--- src/rtl/i2c_sq_pkg.sv ---
package i2c_sq_pkg;
  parameter int unsigned SQ_CNT_W_DEF = 7;
  parameter int unsigned SQ_SYNC_DEF  = 2;

  typedef enum logic [0:0] {
    SQ_IDLE   = 1'b0,
    SQ_SAMPLE = 1'b1
  } sq_state_e;
endpackage

--- src/rtl/i2c_sq_sync.sv ---
module i2c_sq_sync #(
  parameter int unsigned       WIDTH   = 2,
  parameter int unsigned       STAGES  = 2,
  parameter logic [WIDTH-1:0]  RST_VAL = '1
) (
  input  logic             clk_i,
  input  logic             rst_ni,
  input  logic [WIDTH-1:0] d_i,
  output logic [WIDTH-1:0] q_o
);
  logic [STAGES-1:0][WIDTH-1:0] stage_q;

  always_ff @(posedge clk_i or negedge rst_ni) begin
    if (!rst_ni) begin
      stage_q <= {STAGES{RST_VAL}};
    end else begin
      stage_q[0] <= d_i;
      for (int s = 1; s < STAGES; s++) stage_q[s] <= stage_q[s-1];
    end
  end

  assign q_o = stage_q[STAGES-1];
endmodule

--- src/rtl/i2c_sq_cfg.sv ---
module i2c_sq_cfg #(
  parameter int unsigned CNT_W = 7,
  localparam int unsigned CFG_W = CNT_W + 1
) (
  input  logic             clk_i,
  input  logic             rst_ni,
  input  logic             we_i,
  input  logic [CFG_W-1:0] wdata_i,
  input  logic             lock_i,
  output logic             multi_o,
  output logic [CNT_W-1:0] count_o
);
  logic [CFG_W-1:0] cfg_q;

  // writes during a validation are dropped
  always_ff @(posedge clk_i or negedge rst_ni) begin
    if (!rst_ni)            cfg_q <= '0;
    else if (we_i && !lock_i) cfg_q <= wdata_i;
  end

  assign multi_o = cfg_q[CFG_W-1];
  assign count_o = cfg_q[CNT_W-1:0];
endmodule

--- src/rtl/i2c_sq_sampler.sv ---
module i2c_sq_sampler
  import i2c_sq_pkg::*;
#(
  parameter int unsigned CNT_W = 7
) (
  input  logic             clk_i,
  input  logic             rst_ni,
  input  logic             scl_s_i,
  input  logic             sda_s_i,
  input  logic             multi_i,
  input  logic [CNT_W-1:0] count_i,
  output logic             busy_o,
  output logic [CNT_W-1:0] remaining_o,
  output logic             valid_o,
  output logic             reject_o
);
  sq_state_e        state_q, state_d;
  logic [CNT_W-1:0] rem_q, rem_d;
  logic             sda_prev_q;
  logic             valid_d, reject_d;
  logic             cand, sample_ok;
  logic [CNT_W-1:0] load_cnt;

  assign cand      = sda_prev_q & ~sda_s_i & scl_s_i;
  assign sample_ok = ~sda_s_i & scl_s_i;
  // single sample unless multi mode with nonzero count
  assign load_cnt  = (multi_i && (count_i != '0)) ? count_i : CNT_W'(1);

  always_comb begin
    state_d  = state_q;
    rem_d    = rem_q;
    valid_d  = 1'b0;
    reject_d = 1'b0;
    unique case (state_q)
      SQ_IDLE: begin
        if (cand) begin
          state_d = SQ_SAMPLE;
          rem_d   = load_cnt;
        end
      end
      SQ_SAMPLE: begin
        if (!sample_ok) begin
          reject_d = 1'b1;
          state_d  = SQ_IDLE;
        end else if (rem_q == CNT_W'(1)) begin
          valid_d = 1'b1;
          state_d = SQ_IDLE;
        end else begin
          rem_d = rem_q - CNT_W'(1);
        end
      end
      default: state_d = SQ_IDLE;
    endcase
  end

  always_ff @(posedge clk_i or negedge rst_ni) begin
    if (!rst_ni) begin
      state_q    <= SQ_IDLE;
      rem_q      <= '0;
      sda_prev_q <= 1'b1;
      valid_o    <= 1'b0;
      reject_o   <= 1'b0;
    end else begin
      state_q    <= state_d;
      rem_q      <= rem_d;
      sda_prev_q <= sda_s_i;
      valid_o    <= valid_d;
      reject_o   <= reject_d;
    end
  end

  assign busy_o      = (state_q == SQ_SAMPLE);
  assign remaining_o = rem_q;
endmodule

--- src/rtl/i2c_start_qualifier.sv ---
module i2c_start_qualifier
  import i2c_sq_pkg::*;
#(
  parameter int unsigned CNT_W       = SQ_CNT_W_DEF,
  parameter int unsigned SYNC_STAGES = SQ_SYNC_DEF,
  localparam int unsigned CFG_W      = CNT_W + 1
) (
  input  logic             clk_i,
  input  logic             rst_ni,
  input  logic             scl_i,
  input  logic             sda_i,
  input  logic             cfg_we_i,
  input  logic [CFG_W-1:0] cfg_wdata_i,
  output logic             start_valid_o,
  output logic             start_reject_o
);
  logic             scl_s, sda_s;
  logic             busy;
  logic             cfg_multi;
  logic [CNT_W-1:0] cfg_count;
  logic [CNT_W-1:0] remaining;

  i2c_sq_sync #(
    .WIDTH  (2),
    .STAGES (SYNC_STAGES),
    .RST_VAL(2'b11)
  ) u_sync (
    .clk_i (clk_i),
    .rst_ni(rst_ni),
    .d_i   ({scl_i, sda_i}),
    .q_o   ({scl_s, sda_s})
  );

  i2c_sq_cfg #(
    .CNT_W(CNT_W)
  ) u_cfg (
    .clk_i  (clk_i),
    .rst_ni (rst_ni),
    .we_i   (cfg_we_i),
    .wdata_i(cfg_wdata_i),
    .lock_i (busy),
    .multi_o(cfg_multi),
    .count_o(cfg_count)
  );

  i2c_sq_sampler #(
    .CNT_W(CNT_W)
  ) u_smp (
    .clk_i      (clk_i),
    .rst_ni     (rst_ni),
    .scl_s_i    (scl_s),
    .sda_s_i    (sda_s),
    .multi_i    (cfg_multi),
    .count_i    (cfg_count),
    .busy_o     (busy),
    .remaining_o(remaining),
    .valid_o    (start_valid_o),
    .reject_o   (start_reject_o)
  );
endmodule

--- config.mk ---
export PLATFORM = sky130hd
export DESIGN_NAME = i2c_start_qualifier
export DESIGN_NICKNAME = d
export VERILOG_FILES = /design/src/rtl/i2c_sq_pkg.sv /design/src/rtl/i2c_sq_sync.sv /design/src/rtl/i2c_sq_cfg.sv /design/src/rtl/i2c_sq_sampler.sv /design/src/rtl/i2c_start_qualifier.sv
export SDC_FILE = /design/constraint.sdc
export NUM_CORES = 1
export LEC_CHECK = 0
export CORE_MARGIN = 3
export CORE_UTILIZATION = 35
export DETAILED_ROUTE_END_ITERATION = 12
export PLACE_DENSITY = 0.66
export REMOVE_ABC_BUFFERS = 1
export SLEW_MARGIN = 15
export SYNTH_ARGS = -nofsm -noshare
export SYNTH_HDL_FRONTEND = slang
export SYNTH_SLANG_ARGS = --single-unit
--- constraint.sdc ---
create_clock -name clk_i -period 3.9 [get_ports clk_i]
set_input_delay 0.585 -clock clk_i [delete_from_list [all_inputs] [get_ports clk_i]]
set_output_delay 0.585 -clock clk_i [all_outputs]
set_load 0.02 [all_outputs]
==> flow_metrics.env <==
export IMPL_hold_violations=0
export IMPL_holdWs_ps=219
export IMPL_p_sw_mw=0.149
export IMPL_fin_crit_sh_pct=49.6
export IMPL_syn_area_per_cell_um2=11.3
export IMPL_dieHeight_um=60.8
export IMPL_placed_area_mm2=0.00121
export IMPL_synth_top_family_by_area="simple AND/OR/NAND/NOR gates"
export IMPL_rrSetupSlack_ps=1970
export IMPL_swShare_pct=29.2
export IMPL_dr_wl_met3_um=105
export IMPL_die_area_mm2=0.00370
export IMPL_pwr_density_cell_mw_per_mm2=413
export IMPL_r2r_start="u_smp.busy_o$_DFF_PN0_"
export IMPL_cts_hold_buf=0
export IMPL_grt_setup_unrepaired="false"
export IMPL_tightest_slew_ps=763
export IMPL_cp_start_kind="register"
export IMPL_rows=19
export IMPL_grtUsageTotal_pct=11.2
export IMPL_cts_root_buf="clkbuf_4"
export IMPL_yosysWarnings=0
export IMPL_synth_top_cell_area_share_pct=42.9
export IMPL_nFillCells=279
export IMPL_setup_viol=0
export IMPL_max_cap_viol_count=0
export IMPL_ctsResizeCount=0
export IMPL_critical_path_arrival_ps=2140
export IMPL_nNetsFinal=123
export IMPL_combPwrFrac_pct=19.3
export IMPL_ioPinCount=15
export IMPL_ir_drop_mv=0.194
export IMPL_p_total_mw=0.510
export IMPL_drtIter0Drc=13
export IMPL_status="finished, final reports clean"
export IMPL_place_gp_congestion=0.837
export IMPL_synth_xor_area_share_pct=0
export IMPL_syn_inst=93
export IMPL_cts_path_max_buffers=2
export IMPL_totalWireLength_um=1900
export IMPL_critPathKind="reg2reg"
export IMPL_grt_pass1_wl_um=3040
export IMPL_cts_buffers_inserted=3
export IMPL_die_w_um=60.8
export IMPL_synthMuxAreaShare_pct=7.50
export IMPL_synth_cell_types=33
export IMPL_first_global_vias=691
export IMPL_synth_compound_area_share_pct=13.3
export IMPL_stdcell_area_mm2=0.00123
export IMPL_final_core_util_pct=44.0
export IMPL_avgViaCountPerCell=5.49
export IMPL_final_cell_mix="dfrtp_1, clkdlybuf4s50_1, nand2_1"
export IMPL_synthFlopType="dfrtp_1"
export IMPL_post_cts_buffers=0
export IMPL_cp_required_ps=4110
export IMPL_timing_slew_headroom_pct=49.0
export IMPL_cp_max_fo=19
export IMPL_power_frac_clock_pct=21.1
export IMPL_cts_tree="done"
export IMPL_ys_seq_area_share_pct=55.4
export IMPL_cts_htree_levels=1
export IMPL_grt_overflow=0
export IMPL_postRouteAntennaNets=0
export IMPL_synth_area_leaders="dfrtp_1, dfstp_2, mux2_2"
export IMPL_synth_edf_count=0
export IMPL_top_layer="met4"
export IMPL_startpoint="u_smp.busy_o$_DFF_PN0_"
export IMPL_grt_max_degree=24
export IMPL_netlist_area_mm2=0.00105
export IMPL_start_util_pct=37.5
export IMPL_period_minus_slack_ps=1930
export IMPL_via_count=758
export IMPL_reg2reg_depth=4
export IMPL_timing_rr_end="u_smp.remaining_o[4]$_DFFE_PN0P_"
export IMPL_antenna_found_initial=0
export IMPL_layout_drive_gt1_share_pct=19.6
export IMPL_yosys_area_share_simple_pct=18.6
export IMPL_syn2layout_area_growth_pct=17.4
export IMPL_hold_class="in2async"
export IMPL_wire_per_inst_um=13.8
export IMPL_clk_pin_slew_ps=130
export IMPL_wl_met2_um=947
export IMPL_synthAdderAreaFrac_pct=2.38
export IMPL_power_leakage_nw=0.494
export IMPL_route_detailed_drc=0
export IMPL_p_seq_share_pct=59.7
export IMPL_end_kind="register"
export IMPL_fin_setup_tns_ps=0
export IMPL_async_flop_share_pct=100
export IMPL_port_buffers=14
export IMPL_fmax_mhz=517
export IMPL_internal_power_mw=0.361
export IMPL_final_common_cell="dfrtp_1"
export IMPL_numClockSinks=23
export IMPL_clkLatencyLatePin_ps=310
export IMPL_slew_violations=0
export IMPL_synth_seq_cells=23
export IMPL_coreArea_mm2=0.00281
export IMPL_skew_ps=6.42
export IMPL_drt_pass1_iter_count=4
export IMPL_antenna_cells=0
export IMPL_synth_top_area_cell="dfrtp_1"
export IMPL_drt_met1_wl_um=836
-- layout make-up --
type                            instances  area (um2)  share of cell area, %
Sequential cell                        23         582                   47.2
Multi-Input combinational cell         63         439                   35.6
Timing Repair Buffer                   14         135                   11.0
Tap cell                               31        38.8                   3.14
Clock buffer                            3        22.5                   1.83
Inverter                                3        11.3                  0.913
Clock inverter                          1        5.00                  0.406
-- cell usage after synthesis, drive strengths merged, types with 2 or more instances --
library cell	instances
dfrtp	18
nand2	9
mux2	7
a21oi	5
dfstp	5
a31oi	4
buf	3
inv	3
nand2b	3
nand3	3
nor2	3
nor2b	3
nor3	3
o21ai	3
a22o	2
a22oi	2
and2	2
ha	2
nand4b	2
-- state kept, by name, indices dropped and copies added, names as in the netlist --
signal             count
u_smp.reject_o         1
u_smp.busy_o           1
u_sync.stage_q         2
u_smp.sda_prev_q       1
u_cfg.cfg_q            8
u_smp.remaining_o      7
u_sync.q_o             2
u_smp.valid_o          1
-- stage by stage --
stage                     setup slack (ps)  cells
final                                 1970    138
after CTS                             1960    138
after global placement                1840    134
after floorplan                       2330     89
after detailed placement              1800    134
after global routing                  1750    138
-- per-layer routing --
layer / GRT usage, % / vias to the layer above
met1: 14.8 / 367
met5: 0 / -
met3: 1.91 / 2
met2: 18.5 / 26
li1: - / 363
met4: 3.72 / 0
-- worst max path at each step --
stage | cells after the start | end
detailed placement | 3 | u_cfg.cfg_q[1]$_DFFE_PN0P_
finish | 4 | u_smp.remaining_o[4]$_DFFE_PN0P_
global route | 4 | u_smp.remaining_o[4]$_DFFE_PN0P_
CTS | 4 | u_smp.remaining_o[4]$_DFFE_PN0P_
floorplan | 4 | u_smp.remaining_o[4]$_DFFE_PN0P_
global placement | 3 | u_cfg.cfg_q[4]$_DFFE_PN0P_
-- kinds of logic after synthesis --
kind of cell	after synthesis
multiplexers	7
buffers and inverters	7
adder cells (fa/ha/maj)	2
AND/OR/NAND/NOR	33
flip-flops	23
AO/OA/AOI/OAI	21
-- power by group through the flow --
stage               combinational, mW  clock [mW]  sequential [mW]
floorplan                      0.0692           0            0.300
global placement               0.0977           0            0.307
detailed placement             0.0998           0            0.309
CTS                             0.100       0.113            0.305
global route                    0.110       0.124            0.310
finish                         0.0982       0.107            0.304
-- critical path: stages, from the launching register on --
cell	delay, ps
dfrtp_1	730
nor2_1	100
nor2_1	600
nand3_1	140
a22o_1	260
(Power assumes the default switching activity.)
